<file path="src/rtl/hbd_pkg.sv">
package hbd_pkg;
    localparam int N_LEGS = 2;

    typedef enum logic [1:0] {
        LEG_OFF = 2'd0,
        LEG_HI  = 2'd1,
        LEG_LO  = 2'd2
    } leg_e;
endpackage

</file>
<file path="src/rtl/hbd_target_dec.sv">
module hbd_target_dec
    import hbd_pkg::*;
(
    input  logic stby_n_i,
    input  logic disable_i,
    input  logic dir_i,
    input  logic en_i,
    input  logic mode_i,
    input  logic chop_i,
    input  logic chop_lo_i,
    input  logic zero_i,
    output leg_e tgt_o [N_LEGS]
);
    leg_e chopped;

    always_comb begin
        chopped = chop_lo_i ? LEG_LO : LEG_HI;
        tgt_o[0] = LEG_OFF;
        tgt_o[1] = LEG_OFF;
        if (disable_i || !stby_n_i) begin
            tgt_o[0] = LEG_OFF;
            tgt_o[1] = LEG_OFF;
        end else if (en_i) begin
            if (chop_i) begin
                tgt_o[0] = dir_i ? chopped : LEG_HI;
                tgt_o[1] = dir_i ? LEG_HI  : chopped;
            end else begin
                tgt_o[0] = dir_i ? LEG_HI : LEG_LO;
                tgt_o[1] = dir_i ? LEG_LO : LEG_HI;
            end
        end else if (mode_i) begin
            tgt_o[0] = LEG_HI;
            tgt_o[1] = LEG_HI;
        end else if (zero_i) begin
            tgt_o[0] = LEG_OFF;
            tgt_o[1] = LEG_OFF;
        end else begin
            tgt_o[0] = dir_i ? LEG_LO : LEG_HI;
            tgt_o[1] = dir_i ? LEG_HI : LEG_LO;
        end
    end
endmodule

</file>
<file path="src/rtl/hbd_leg_seq.sv">
module hbd_leg_seq
    import hbd_pkg::*;
#(
    parameter int DEAD_CYC = 18
) (
    input  logic clk,
    input  logic rst_n,
    input  leg_e tgt_i,
    output logic hs_o,
    output logic ls_o,
    output logic hiz_o
);
    localparam int CW = (DEAD_CYC < 2) ? 1 : $clog2(DEAD_CYC + 1);
    localparam logic [CW-1:0] DEAD_W = CW'(DEAD_CYC);

    typedef struct packed {
        leg_e          st;
        logic [CW-1:0] cnt;
    } leg_reg_t;

    leg_reg_t leg_d, leg_q;

    always_comb begin
        leg_d = leg_q;
        if (tgt_i == LEG_OFF) begin
            leg_d.st = LEG_OFF;
            if (leg_q.st != LEG_OFF)
                leg_d.cnt = '0;
            else if (leg_q.cnt != DEAD_W)
                leg_d.cnt = leg_q.cnt + 1'b1;
        end else if (tgt_i == leg_q.st) begin
            leg_d.cnt = '0;
        end else if (leg_q.st != LEG_OFF) begin
            leg_d.st  = LEG_OFF;
            leg_d.cnt = '0;
        end else if (leg_q.cnt >= DEAD_W - 1'b1) begin
            leg_d.st  = tgt_i;
            leg_d.cnt = '0;
        end else begin
            leg_d.cnt = leg_q.cnt + 1'b1;
        end
    end

    always_ff @(posedge clk) begin
        if (!rst_n) begin
            leg_q.st  <= LEG_OFF;
            leg_q.cnt <= DEAD_W;
        end else begin
            leg_q <= leg_d;
        end
    end

    assign hs_o  = (leg_q.st == LEG_HI);
    assign ls_o  = (leg_q.st == LEG_LO);
    assign hiz_o = (leg_q.st == LEG_OFF);
endmodule

</file>
<file path="src/rtl/hbridge_mode_decoder.sv">
module hbridge_mode_decoder
    import hbd_pkg::*;
#(
    parameter int DEAD_CYC = 18
) (
    input  logic              clk,
    input  logic              rst_n,
    input  logic              stby_n_i,
    input  logic              disable_i,
    input  logic              dir_i,
    input  logic              en_i,
    input  logic              mode_i,
    input  logic              chop_i,
    input  logic              chop_lo_i,
    input  logic              zero_i,
    output logic [N_LEGS-1:0] hs_o,
    output logic [N_LEGS-1:0] ls_o,
    output logic [N_LEGS-1:0] hiz_o
);
    leg_e tgt [N_LEGS];

    hbd_target_dec dec_i (
        .stby_n_i  (stby_n_i),
        .disable_i (disable_i),
        .dir_i     (dir_i),
        .en_i      (en_i),
        .mode_i    (mode_i),
        .chop_i    (chop_i),
        .chop_lo_i (chop_lo_i),
        .zero_i    (zero_i),
        .tgt_o     (tgt)
    );

    for (genvar g = 0; g < N_LEGS; g++) begin : g_leg
        hbd_leg_seq #(.DEAD_CYC(DEAD_CYC)) seq_i (
            .clk   (clk),
            .rst_n (rst_n),
            .tgt_i (tgt[g]),
            .hs_o  (hs_o[g]),
            .ls_o  (ls_o[g]),
            .hiz_o (hiz_o[g])
        );
    end
endmodule

</file>
<file path="config.mk">
export PLATFORM = sky130hd
export DESIGN_NAME = hbridge_mode_decoder
export DESIGN_NICKNAME = d
export VERILOG_FILES = /design/src/rtl/hbd_pkg.sv /design/src/rtl/hbd_target_dec.sv /design/src/rtl/hbd_leg_seq.sv /design/src/rtl/hbridge_mode_decoder.sv
export SDC_FILE = /design/constraint.sdc
export NUM_CORES = 1
export LEC_CHECK = 0
export ABC_AREA = 0
export CORE_MARGIN = 3
export CORE_UTILIZATION = 55
export CTS_CLUSTER_DIAMETER = 30
export DETAILED_ROUTE_END_ITERATION = 7
export DONT_BUFFER_PORTS = 1
export PLACE_DENSITY = 0.73
export SETUP_SLACK_MARGIN = 0.15
export SLEW_MARGIN = 5
export SYNTH_ARGS = -nofsm -noshare
export SYNTH_HDL_FRONTEND = slang
export SYNTH_SLANG_ARGS = --single-unit
</file>
<file path="constraint.sdc">
create_clock -name clk -period 2.15 [get_ports clk]
set_input_delay 0.1075 -clock clk [delete_from_list [all_inputs] [get_ports clk]]
set_output_delay 0.1075 -clock clk [all_outputs]
set_load 0.1 [all_outputs]
</file>
==> results.sh <==
export IMPL_synth_top_cell_by_area="dfxtp_1"
export IMPL_place_ws_ns=0.366
export IMPL_io_pins=16
export IMPL_largest_register="g_leg.seq_i.leg_q"
export IMPL_ys_flop_type="dfxtp_1"
export IMPL_ys_warnings_count=0
export IMPL_grt_pass1_wl_um=3440
export IMPL_drv_slew=0
export IMPL_largest_reg_flops=14
export IMPL_syn_nets=136
export IMPL_rsz0062_at_grt="false"
export IMPL_synth_xor_area_share_pct=6.00
export IMPL_final_common_cell="dfxtp_1"
export IMPL_routed_wl_um=1960
export IMPL_place_inst=140
export IMPL_die_area_um2=2410
export IMPL_async_flop_share_pct=0
export IMPL_whs_path_depth=2
export IMPL_die_height_um=49.1
export IMPL_worst_slew_pin_slew_ns=0.419
export IMPL_grt_max_degree=12
export IMPL_path_class="reg2reg"
export IMPL_end_kind="flip-flop"
export IMPL_wire_per_inst_um=13.4
export IMPL_drive_gt1_share_pct=18.9
export IMPL_viasPerCell=5.82
export IMPL_htree_levels=1
export IMPL_grtUsageTotal_pct=18.0
export IMPL_min_period_ns=1.81
export IMPL_dr_first_iter_drc_count=16
export IMPL_cts_sinks=14
export IMPL_drv_cap=0
export IMPL_firstDrtPassIters=4
export IMPL_finalNetCount=139
export IMPL_netlist_area_um2=1020
export IMPL_postSynthAreaPerCell_um2=8.51
export IMPL_setup_tns_ns=0
export IMPL_ys_seq_elements=14
export IMPL_max_vdd_ir_drop_uv=700
export IMPL_cts_root_buf="clkbuf_4"
export IMPL_synth_edf_count=0
export IMPL_fmax_ghz=0.552
export IMPL_synth_cell_type_count=42
export IMPL_synth_top_family_by_area="simple AND/OR/NAND/NOR gates"
export IMPL_status="complete, no violations"
export IMPL_core_area_um2=1630
export IMPL_start_util_pct=62.7
export IMPL_setup_ws_ns=0.337
export IMPL_power_leakage_uw=0.000426
export IMPL_rows=14
export IMPL_yosys_area_share_adder_pct=7.35
export IMPL_cp_data_arrival_time_ns=2.00
export IMPL_setup_viol=0
export IMPL_final_cell_mix="14 x dfxtp_1, 10 x nand2_1, 9 x nand3_1"
export IMPL_n_antenna_cell=0
export IMPL_cts_buffer_depth=2
export IMPL_gp_congestion=0.810
export IMPL_syn_instance_count=120
export IMPL_instances_no_fill=146
export IMPL_yosys_area_share_simple_pct=28.9
export IMPL_synth_area_leaders="dfxtp_1 27%, ha_1 7.4%, nand3_1 4.4%"
export IMPL_grt_pass1_vias=794
export IMPL_finalHoldViolations=0
export IMPL_start_kind="flip-flop"
export IMPL_holdCritPathClass="in2reg"
export IMPL_critPathRequiredTime_ns=2.34
export IMPL_clock_latency_ns=0.28
export IMPL_yosysSeqAreaShare_pct=27.5
export IMPL_grt_overflow_total=0
export IMPL_finalCritPeriodShare_pct=84.3
export IMPL_power_density_nw_per_um2=1060
export IMPL_antenna_found_initial=0
export IMPL_numCtsBuffers=3
export IMPL_synth_mux_area_share_pct=0.980
export IMPL_drcViolationCount=0
export IMPL_die_w_um=49.1
export IMPL_vias=850
export IMPL_reg_top3="g_leg.seq_i.leg_q x14"
export IMPL_port_buffers=0
export IMPL_synth_top_area_share_pct=27.5
export IMPL_syn_to_final_growth_pct=7.97
export IMPL_clk_pin_slew_ns=0.09
export IMPL_clock_skew_ns=0.000355
export IMPL_cts_setup_buffers=0
export IMPL_tritoncts="built"
export IMPL_path_max_fanout=6
export IMPL_maxSlewHeadroom_pct=72.0
export IMPL_hpwl_um=1460
export IMPL_final_antenna_net_count=0
export IMPL_synth_compound_area_share_pct=20.7
export IMPL_finalHoldWorstSlack_ns=0.0207
export IMPL_r2r_cells=6
==> metrics by stage <==
step / utilization [%] / total power, µW / cell area [µm²]
2_1_floorplan: - / 882 / 1020
3_3_place_gp: 64.2 / 949 / 1050
3_5_place_dp: 64.2 / 973 / 1050
4_1_cts: 67.7 / 1170 / 1100
5_1_grt: 67.7 / 1250 / 1100
6_report: 67.7 / 1170 / 1100
==> cells in the mapped netlist (all sizes together), types with 3 or more instances <==
master	n
dfxtp	14
nand2	10
nand3	9
buf	8
nor2b	7
nor3	7
ha	6
nor2	6
o21ai	5
inv	4
xor2	4
clkbuf	3
nand4bb	3
o311ai	3
xnor2	3
==> layer usage <==
layer | GRT usage, % | vias up | routed length (µm)
met5 | 0 | - | 0
met4 | 4.27 | 0 | 19
met3 | 5.81 | 5 | 88
met2 | 29.2 | 18 | 915
met1 | 22.8 | 390 | 934
li1 | - | 437 | -
==> logic make-up (layout without fill, tap and decap cells) <==
group,Yosys count,in the layout
flops,14,14
fa+ha+maj,6,6
buf+inv,15,17
compound gates,25,25
simple gates,52,52
xor+xnor,7,7
mux,1,1
==> layout make-up <==
type,count,area [µm²]
multi-input combinational,91,668
fill,142,527
sequential,14,280
timing repair buffer,9,72.6
clock buffer,4,36.3
tap,24,30.0
inverter,4,15.0
==> timing repair <==
action	CTS	global route
hold buffers	2	0
endpoints found under the setup margin	0	0
gates resized for setup	0	0
hold endpoints to repair	9	0
==> critical path, stage by stage (launching register included) <==
cell,delay (ns)
dfxtp_1,0.43
inv_1,0.07
ha_1,0.16
or4_1,0.45
o21ai_2,0.19
o21ai_1,0.16
o311ai_1,0.26
==> where the power goes <==
part	switching, µW	leakage, µW	internal (µW)	total, µW
sequential	102	0.000115	320	422
clock	90.2	0.0000210	103	193
combinational	294	0.000291	257	551
==> worst paths after layout <==
check                          startpoint                 endpoint  slack (ns)
setup / recovery  g_leg[0].seq_i.leg_q[1]  g_leg[0].seq_i.leg_q[1]        0.34
hold / removal                      rst_n  g_leg[1].seq_i.leg_q[4]        0.02
setup reg to reg  g_leg[0].seq_i.leg_q[1]  g_leg[0].seq_i.leg_q[1]        0.34
hold reg to reg   g_leg[1].seq_i.leg_q[1]  g_leg[1].seq_i.leg_q[1]        0.57
Note: power is estimated with default switching activity, not from simulation.
